## config.mk

```make
export PLATFORM = sky130hd
export DESIGN_NAME = adc_spi_requester
export DESIGN_NICKNAME = d
export VERILOG_FILES = /design/src/rtl/adc_spi_pkg.sv /design/src/rtl/adc_half_timer.sv /design/src/rtl/adc_frame_seq.sv /design/src/rtl/adc_shift_path.sv /design/src/rtl/adc_spi_requester.sv
export SDC_FILE = /design/constraint.sdc
export NUM_CORES = 1
export LEC_CHECK = 0
export BUFFER_PORTS_ARGS = -buffer_cell sky130_fd_sc_hd__buf_2
export CAP_MARGIN = 30
export CELL_PAD_IN_SITES_DETAIL_PLACEMENT = 1
export CELL_PAD_IN_SITES_GLOBAL_PLACEMENT = 1
export CORE_MARGIN = 4
export CORE_UTILIZATION = 46
export DETAILED_ROUTE_END_ITERATION = 6
export PLACE_DENSITY_LB_ADDON = 0.08
export SLEW_MARGIN = 5
export SYNTH_ARGS = -nofsm -noshare
export SYNTH_HDL_FRONTEND = slang
export SYNTH_SLANG_ARGS = --single-unit
```

## constraint.sdc

```tcl
create_clock -name clk -period 2.46 [get_ports clk]
set_input_delay 0.123 -clock clk [delete_from_list [all_inputs] [get_ports clk]]
set_output_delay 0.123 -clock clk [all_outputs]
set_load 0.1 [all_outputs]
```

## src/rtl/adc_spi_pkg.sv

```systemverilog
package adc_spi_pkg;
    localparam int RES_W     = 12;
    localparam int CH_W      = 3;
    localparam int PAD_BITS  = 5;
    localparam int CORE_CLKS = 19;

    typedef enum logic [2:0] {
        PH_IDLE,
        PH_LEAD,
        PH_HIGH,
        PH_LOW,
        PH_TAIL
    } phase_e;
endpackage

```

## src/rtl/adc_half_timer.sv

```systemverilog
module adc_half_timer #(
    parameter int HALF_DIV = 25
) (
    input  logic clk,
    input  logic rst_n,
    input  logic run,
    output logic tick
);
    localparam int CW = (HALF_DIV > 1) ? $clog2(HALF_DIV) : 1;
    localparam logic [CW-1:0] LAST = CW'(HALF_DIV - 1);

    logic [CW-1:0] cnt_d, cnt_q;

    always_comb begin
        tick = run && (cnt_q == LAST);
        if (!run || tick) cnt_d = '0;
        else              cnt_d = cnt_q + CW'(1);
    end

    always_ff @(posedge clk or negedge rst_n) begin
        if (!rst_n) cnt_q <= '0;
        else        cnt_q <= cnt_d;
    end


    cnt_range_chk: assert property (@(posedge clk) disable iff (!rst_n)
        cnt_q <= LAST);
endmodule

```

## src/rtl/adc_frame_seq.sv

```systemverilog
module adc_frame_seq
    import adc_spi_pkg::*;
#(
    parameter int FRAME_CLKS = 19,
    parameter int IW         = 5
) (
    input  logic          clk,
    input  logic          rst_n,
    input  logic          req,
    input  logic          tick,
    output logic          cs_n,
    output logic          sck,
    output logic          busy,
    output logic          done,
    output logic          accept,
    output logic          rise_stb,
    output logic          fall_stb,
    output logic          finish,
    output logic [IW-1:0] bit_idx
);
    localparam logic [IW-1:0] LAST_IDX = IW'(FRAME_CLKS - 1);

    typedef struct packed {
        phase_e        ph;
        logic          cs_n;
        logic          sck;
        logic          done;
        logic [IW-1:0] idx;
    } seq_t;

    seq_t s_d, s_q;

    always_comb begin
        s_d      = s_q;
        s_d.done = 1'b0;
        accept   = 1'b0;
        rise_stb = 1'b0;
        fall_stb = 1'b0;
        finish   = 1'b0;
        case (s_q.ph)
            PH_IDLE: if (req) begin
                accept   = 1'b1;
                s_d.ph   = PH_LEAD;
                s_d.cs_n = 1'b0;
                s_d.idx  = '0;
            end
            PH_LEAD, PH_LOW: if (tick) begin
                rise_stb = 1'b1;
                s_d.ph   = PH_HIGH;
                s_d.sck  = 1'b1;
            end
            PH_HIGH: if (tick) begin
                fall_stb = 1'b1;
                s_d.sck  = 1'b0;
                if (s_q.idx == LAST_IDX) begin
                    s_d.ph = PH_TAIL;
                end else begin
                    s_d.ph  = PH_LOW;
                    s_d.idx = s_q.idx + IW'(1);
                end
            end
            PH_TAIL: if (tick) begin
                finish   = 1'b1;
                s_d.ph   = PH_IDLE;
                s_d.cs_n = 1'b1;
                s_d.done = 1'b1;
            end
            default: s_d.ph = PH_IDLE;
        endcase
    end

    always_ff @(posedge clk or negedge rst_n) begin
        if (!rst_n) s_q <= '{ph: PH_IDLE, cs_n: 1'b1, sck: 1'b0, done: 1'b0, idx: '0};
        else        s_q <= s_d;
    end

    assign cs_n    = s_q.cs_n;
    assign sck     = s_q.sck;
    assign done    = s_q.done;
    assign busy    = (s_q.ph != PH_IDLE);
    assign bit_idx = s_q.idx;


    idx_range_chk: assert property (@(posedge clk) disable iff (!rst_n)
        int'(s_q.idx) < FRAME_CLKS);

    done_pulse_chk: assert property (@(posedge clk) disable iff (!rst_n)
        s_q.done |=> !s_q.done);

    sck_in_frame_chk: assert property (@(posedge clk) disable iff (!rst_n)
        s_q.sck |-> !s_q.cs_n);
endmodule

```

## src/rtl/adc_shift_path.sv

```systemverilog
module adc_shift_path
    import adc_spi_pkg::*;
#(
    parameter int FRAME_CLKS = 19,
    parameter int PAD        = 0,
    parameter int IW         = 5
) (
    input  logic             clk,
    input  logic             rst_n,
    input  logic             load,
    input  logic [CH_W-1:0]  chan,
    input  logic             single,
    input  logic             rise_stb,
    input  logic             fall_stb,
    input  logic             finish,
    input  logic [IW-1:0]    bit_idx,
    input  logic             miso,
    output logic             mosi,
    output logic [RES_W-1:0] result,
    output logic             null_err
);
    localparam int START_POS = FRAME_CLKS - 1 - PAD;
    localparam logic [IW-1:0] NULL_IDX  = IW'(PAD + 6);
    localparam logic [IW-1:0] FIRST_RES = IW'(PAD + 7);

    typedef struct packed {
        logic [FRAME_CLKS-1:0] cmd;
        logic [RES_W-1:0]      acc;
        logic                  nul;
        logic [RES_W-1:0]      res;
        logic                  err;
    } path_t;

    path_t p_d, p_q;
    logic [FRAME_CLKS-1:0] fresh;

    always_comb begin
        fresh                        = '0;
        fresh[START_POS]             = 1'b1;
        fresh[START_POS-1]           = single;
        fresh[START_POS-2 -: CH_W]   = chan;

        p_d = p_q;
        if (load)          p_d.cmd = fresh;
        else if (fall_stb) p_d.cmd = p_q.cmd << 1;

        if (rise_stb) begin
            if (bit_idx == NULL_IDX)       p_d.nul = miso;
            else if (bit_idx >= FIRST_RES) p_d.acc = {p_q.acc[RES_W-2:0], miso};
        end

        if (finish) begin
            p_d.res = p_q.acc;
            p_d.err = p_q.nul;
        end
    end

    always_ff @(posedge clk or negedge rst_n) begin
        if (!rst_n) p_q <= '0;
        else        p_q <= p_d;
    end

    assign mosi     = p_q.cmd[FRAME_CLKS-1];
    assign result   = p_q.res;
    assign null_err = p_q.err;


    first_bit_chk: assert property (@(posedge clk) disable iff (!rst_n)
        load |=> (mosi == ((PAD == 0) ? 1'b1 : 1'b0)));
endmodule

```

## src/rtl/adc_spi_requester.sv

```systemverilog
module adc_spi_requester
    import adc_spi_pkg::*;
#(
    parameter int HALF_DIV   = 25,
    parameter bit BYTE_ALIGN = 1'b0
) (
    input  logic             clk,
    input  logic             rst_n,
    input  logic             req_i,
    input  logic [2:0]       chan_i,
    input  logic             single_i,
    output logic             busy_o,
    output logic             done_o,
    output logic [RES_W-1:0] result_o,
    output logic             null_err_o,
    output logic             cs_n_o,
    output logic             sck_o,
    output logic             mosi_o,
    input  logic             miso_i
);
    localparam int PAD        = BYTE_ALIGN ? PAD_BITS : 0;
    localparam int FRAME_CLKS = CORE_CLKS + PAD;
    localparam int IW         = $clog2(FRAME_CLKS);

    logic          tick, accept, rise_stb, fall_stb, finish;
    logic [IW-1:0] bit_idx;

    adc_half_timer #(.HALF_DIV(HALF_DIV)) u_timer (
        .clk(clk), .rst_n(rst_n), .run(busy_o), .tick(tick)
    );

    adc_frame_seq #(.FRAME_CLKS(FRAME_CLKS), .IW(IW)) u_seq (
        .clk(clk), .rst_n(rst_n), .req(req_i), .tick(tick),
        .cs_n(cs_n_o), .sck(sck_o), .busy(busy_o), .done(done_o),
        .accept(accept), .rise_stb(rise_stb), .fall_stb(fall_stb),
        .finish(finish), .bit_idx(bit_idx)
    );

    adc_shift_path #(.FRAME_CLKS(FRAME_CLKS), .PAD(PAD), .IW(IW)) u_path (
        .clk(clk), .rst_n(rst_n), .load(accept), .chan(chan_i),
        .single(single_i), .rise_stb(rise_stb), .fall_stb(fall_stb),
        .finish(finish), .bit_idx(bit_idx), .miso(miso_i),
        .mosi(mosi_o), .result(result_o), .null_err(null_err_o)
    );


    mosi_edge_chk: assert property (@(posedge clk) disable iff (!rst_n)
        !$stable(mosi_o) |-> ($fell(sck_o) || $fell(cs_n_o)));

    cs_rise_chk: assert property (@(posedge clk) disable iff (!rst_n)
        $rose(cs_n_o) |-> (!sck_o && !$past(sck_o)));

    busy_rise_chk: assert property (@(posedge clk) disable iff (!rst_n)
        $rose(busy_o) |-> $past(req_i));

    sck_idle_chk: assert property (@(posedge clk) disable iff (!rst_n)
        cs_n_o |-> !sck_o);
endmodule

```

## Word-level counts from Yosys, hierarchy flattened

Cells that the tools add are included.

- Input bits: 8
- Output and inout port bits: 18
- Logic and storage cells: 66
- Flip-flop bits (word level): 61

- Reduce and logical (&&, ||, !) cells: 16
- Equal/unequal tests: 12
- Muxes and demuxes: 23
- Add/subtract/negate cells: 2
- Order comparisons: 1
- Bitwise logic cells: 1

Operators by type and width:

| operator | count |
|---|---|
| $mux W19 | 2 |
| $mux W5 | 4 |
| $pmux W3 S4 | 1 |
| $add A5 B1 Y5 const B | 2 |
| $eq A5 B5 Y1 const B | 2 |
| $ne A2 B2 Y1 const B | 5 |
| $pmux W5 S2 | 1 |
| $mux W3 | 3 |
| $reduce_and A3 Y1 | 3 |
| $mux W1 | 8 |
| $mux W4 | 2 |
| $reduce_and A4 Y1 | 2 |
| $reduce_bool A2 Y1 | 4 |
| $eq A3 B2 Y1 const B | 2 |
| $eq A5 B3 Y1 const B | 1 |
| $ge A5 B3 Y1 const B | 1 |
| $pmux W1 S2 | 2 |
| $eq A3 B1 Y1 const B | 1 |
| $eq A3 B3 Y1 const B | 1 |
| $logic_not A3 Y1 | 1 |
| $reduce_bool A3 Y1 | 1 |
| $reduce_and A2 Y1 | 1 |
| $reduce_or A2 Y1 | 1 |
| $logic_and A1 B1 Y1 | 1 |
| other kinds (3) | 3 |

## Longest topological paths before layout

- Depth in word-level cells: 6
- Depth in mapped cells: 7
- Gate-level depth less buffers: 6

## Cells and area by module

A second synthesis with hierarchy kept.

- Cell total of the unflattened synthesis: 177
- Area, all modules: 2265.9 um2

By module, submodules not included:

| module | area an instance (um2) | seq. area each (um2) | times used | cells each |
|---|---|---|---|---|
| adc_shift_path | 1342.5 | 775.7 | 1 | 90 |
| adc_frame_seq | 638.1 | 276.5 | 1 | 64 |
| adc_half_timer | 285.3 | 125.1 | 1 | 23 |

## Least setup slack after synthesis

OpenSTA, ideal clock, no wires.

- Path kind: register -> register
- Start: register u_timer.cnt_q[0]
- End: register u_path.p_q (netlist bit u_path.null_err)
- Setup slack: 588 ps
- Setup time: 125 ps
- Data arrival time: 1747 ps
- Buffers on the path: 2
- Data required time: 2335 ps
- Cell stages (with the launch flop): 8
- Clock period less this slack: 1872 ps
- Cell sequence: dfrtp_1 -> inv_1 -> ha_1 -> nand4b_4 -> or3_1 -> buf_6 -> buf_12 -> mux2_4

- Longest elaborated chain between the ends: 4

Ends and longest elaborated chain:

| element | RTL line | RTL |
|---|---|---|
| start, declared | adc_half_timer.sv:12 | `logic [CW-1:0] cnt_d, cnt_q;` |
| start signal, assigned | adc_half_timer.sv:22 | `else cnt_q <= cnt_d;` |
| $eq A5 B5 Y1 | adc_half_timer.sv:15 | `tick = run && (cnt_q == LAST);` |
| $logic_and A1 B1 Y1 | adc_half_timer.sv:15 |  |
| $mux W1 | adc_frame_seq.sv:62 | `PH_TAIL: if (tick) begin` |
| $mux W1 | adc_frame_seq.sv:40 | `case (s_q.ph)` |
| end signal, assigned | adc_shift_path.sv:60 | `else p_q <= p_d;` |
| end, declared | adc_shift_path.sv:34 | `path_t p_d, p_q;` |

Every way passes these cells.
A chain may end at the register's enable or synchronous reset.

## Worst setup path in the final report

- Start: register u_timer.cnt_q[0]
- End: register u_path.p_q[19] (netlist bit)

- Longest elaborated chain between the ends: 5

Ends and longest elaborated chain:

| element | RTL line | RTL |
|---|---|---|
| $eq A5 B5 Y1 | adc_half_timer.sv:15 |  |
| $logic_and A1 B1 Y1 | adc_half_timer.sv:15 |  |
| $mux W1 | adc_frame_seq.sv:47 | `PH_LEAD, PH_LOW: if (tick) begin` |
| $mux W1 | adc_frame_seq.sv:40 |  |
| $reduce_and A3 Y1 (no line) | -- |  |

Every way passes these cells.

==> metrics.md <==
| Metric | Value |
|---|---|
| Post-synthesis cell type count | 40 |
| Post-synth ARST share | 100% |
| Flop2flop setup slack | 0.35 ns |
| Status | completed |
| P_leak | 1.26 nW |
| Number of synthesized flops with an enable pin | 0 |
| Post-synth top area share | 52.2% |
| Period utilization | 85.7% |
| Crit path capture | u_path.p_q[19] |
| Worst r2r src | u_timer.cnt_q[0] |
| Worst Hold Class | input port to register |
| Max-cap check violation count | 0 |
| Clk_skew | 0.00832 ns |
| Grt ovf | 0 |
| Via/cell ratio | 5.51 |
| Row cnt | 24 |
| Leading area contributor after synthesis | dfrtp_1 |
| Reg2reg path depth | 6 |
| CP Data Required Time | 2.64 ns |
| Number of H-tree levels | 2 |
| Maximum vdd drop | 0.000340 V |
| Syn Area/Cell | 12.1 sq um |
| RSZ-0062 raised after global routing | false |
| Synthesized area | 0.00220 sq mm |
| Placer Congestion | 0.827 |
| P per Cell Area | 606 mW/mm^2 |
| Normalized max-slew margin | 66.8% |
| Top area cells in the synthesized netlist | dfrtp_1 (52%), mux2_2 (9.7%), mux2_4 (5.5%) |
| Crit Path Category | register to register |
| Setup crit start kind | register |
| Nets | 210 |
| Min cycle time layout | 2.11 ns |
| CP max stage cell | dfrtp_1 |
| Clock transition at the registers of the reported paths | 0.09 ns |
| Crit path DAT | 2.29 ns |
| First-pass iteration count of the detailed router | 2 |
| Critical path origin | u_timer.cnt_q[0] |
| CTS tree | built |
| Ant. Diodes | 0 |
| Remaining routing DRC violations | 0 |
| Layout cell share with drive strength beyond 1 | 35.2% |
| Hold slack | 0.0429 ns |
| Area grow syn2layout | 9.94% |
| Io pins | 26 |
| Top FF cell, synth | dfrtp_1 |
| Fin. Hold Viols | 0 |
| Core ar. | 0.00450 sq mm |
| Port bufs | 25 |
| CP Cell Sequence | inv_1 -> ha_1 -> nand4b_4 -> nor3b_2 -> nand2_1 -> mux2_2 |
| Die area | 0.00596 sq mm |
| Largest net degree at the start of global routing | 35 |
| Post-synthesis sequential area ratio | 53.4% |
| DP Wirelength | 3.08 mm |
| RR Endpoint | u_path.p_q[19] |
| YS warnings | 0 |
| Worst-path maximum fanout | 12 |
| Critical path capture point type | register |
| Final Max Tran Viols | 0 |
| Gr usage total | 16.3% |
| TNS Setup | 0 ns |
| Die Span Y | 77.2 um |
| FMAX | 474 MHz |
| #FFs+latches synth | 47 |
| Clock Tree Root | clkbuf_8 |
| Vias in the first global route | 1501 |
| Post-DR wirelength/cell | 17.7 um |
| Die W | 77.2 um |
| Final setup fails | 0 |
| DRT antenna net count | 0 |
| Worst-case clock buffer depth | 2 |
| Initial drt markers | 30 |
| CTS Buf Count | 5 |
| First-pass GRT wire length | 7.67 mm |
| Via count | 1383 |
| Clock Latency Late Sink | 0.30 ns |
| Cells after synthesis | 182 |
| # resized after CTS | 0 |
| Syn Nets | 194 |
| Clock sink total | 47 |
| Final WL | 4.44 mm |
| Slew @ Worst Pin | 0.496 ns |
| Starting density of the core | 48.9% |
| Slowest stage delay, CP | 0.42 ns |
| Initial antenna violation count | 0 |
## worst max-delay path, delay by kind of cell, from the launching register on
family / cells / cell delay (ns)
flops: 1 / 0.42
simple gates: 3 / 0.89
buf+inv: 1 / 0.08
fa+ha+maj: 1 / 0.21
mux: 1 / 0.39
## cell usage after synthesis (2+ instances only)
cell type	n
mux2_4	8
nor2_1	13
a21oi_1	6
nand3_1	4
clkbuf_1	4
a22o_1	2
xor2_1	2
nand2_1	15
dfrtp_1	46
nand4_1	3
o21ai_0	6
mux2i_1	3
buf_4	12
inv_1	7
nor3_1	3
ha_1	4
nand2b_1	3
mux2_2	19
## layout by cell type (no fill, tap or decap), types with 2 or more instances in the layout
cell type  count
nor2_1        13
bufinv_16      2
dfrtp_1       46
ha_1           4
a21oi_1        6
mux2_4         8
nand3_1        4
nor3_1         3
mux2i_1        3
nand2_1       15
o21ai_0        6
buf_2         25
clkbuf_8       5
inv_1          7
xor2_1         2
mux2_2        19
nand4_1        3
a22o_1         2
nand2b_1       3
## final cells by class
class,instances,area (sq um)
inverters,7,26.3
clock buffers,6,72.6
multi-input cells,109,858
well taps,52,65.1
fillers,481,2080
repair buffers,28,163
flip-flops and latches,47,1180
clock inverters,2,60.1
## what timing repair did
action                    CTS  global route
hold buffers                1             0
hold endpoints to repair   13             0
setup buffers               0             0
## worst min path at each step
stage | start | endpoint | cells after the start
4_1_cts | chan_i[0] | u_path.p_q[40] | 3
2_1_floorplan | rst_n | u_path.mosi | 0
3_3_place_gp | chan_i[0] | u_path.p_q[40] | 3
5_1_grt | chan_i[0] | u_path.p_q[40] | 3
6_report | chan_i[0] | u_path.p_q[40] | 3
3_5_place_dp | rst_n | u_seq.done | 1
## per-layer routing
| metal | GRT usage, % | routed length (um) |
|---|---|---|
| met5 | 0 | 0 |
| met4 | 5.87 | 70 |
| met3 | 3.98 | 127 |
| met2 | 27.5 | 2290 |
| met1 | 20.3 | 1960 |
## report_power, final
group	total [mW]	switching (mW)	leakage (nW)	internal, mW
Clock	0.663	0.256	0.0654	0.406
Combinational	0.0282	0.0180	0.600	0.0102
Sequential	0.776	0.00197	0.599	0.774
## sequential cells by signal, summed over array words and instances, names as in the netlist
name / cells
u_path.p_q: 17
u_seq.s_q: 3
u_path.mosi: 1
u_timer.cnt_q: 5
u_path.result: 12
u_path.null_err: 1
u_seq.sck: 1
u_seq.cs_n: 1
u_seq.bit_idx: 5
u_seq.done: 1
## cells by family after synthesis
family          after synthesis  share of synthesized area [%]
compound gates               19                           5.34
xor+xnor                      3                           1.19
fa+ha+maj                     4                           2.27
buf+inv                      26                           7.61
flops                        47                           53.4
mux                          30                           16.5
simple gates                 53                           13.6
## metrics by stage
step	utilization (%)	area (sq um)	cells	total power, mW	setup slack [ns]
after floorplan	-	2200	182	0.794	0.588
after global placement	50.2	2260	241	0.815	0.504
after detailed placement	50.6	2280	242	0.820	0.373
after CTS	53.8	2420	251	1.48	0.318
after global routing	53.8	2420	251	1.53	0.191
final	53.8	2420	251	1.47	0.352
(Power assumes the default switching activity.)
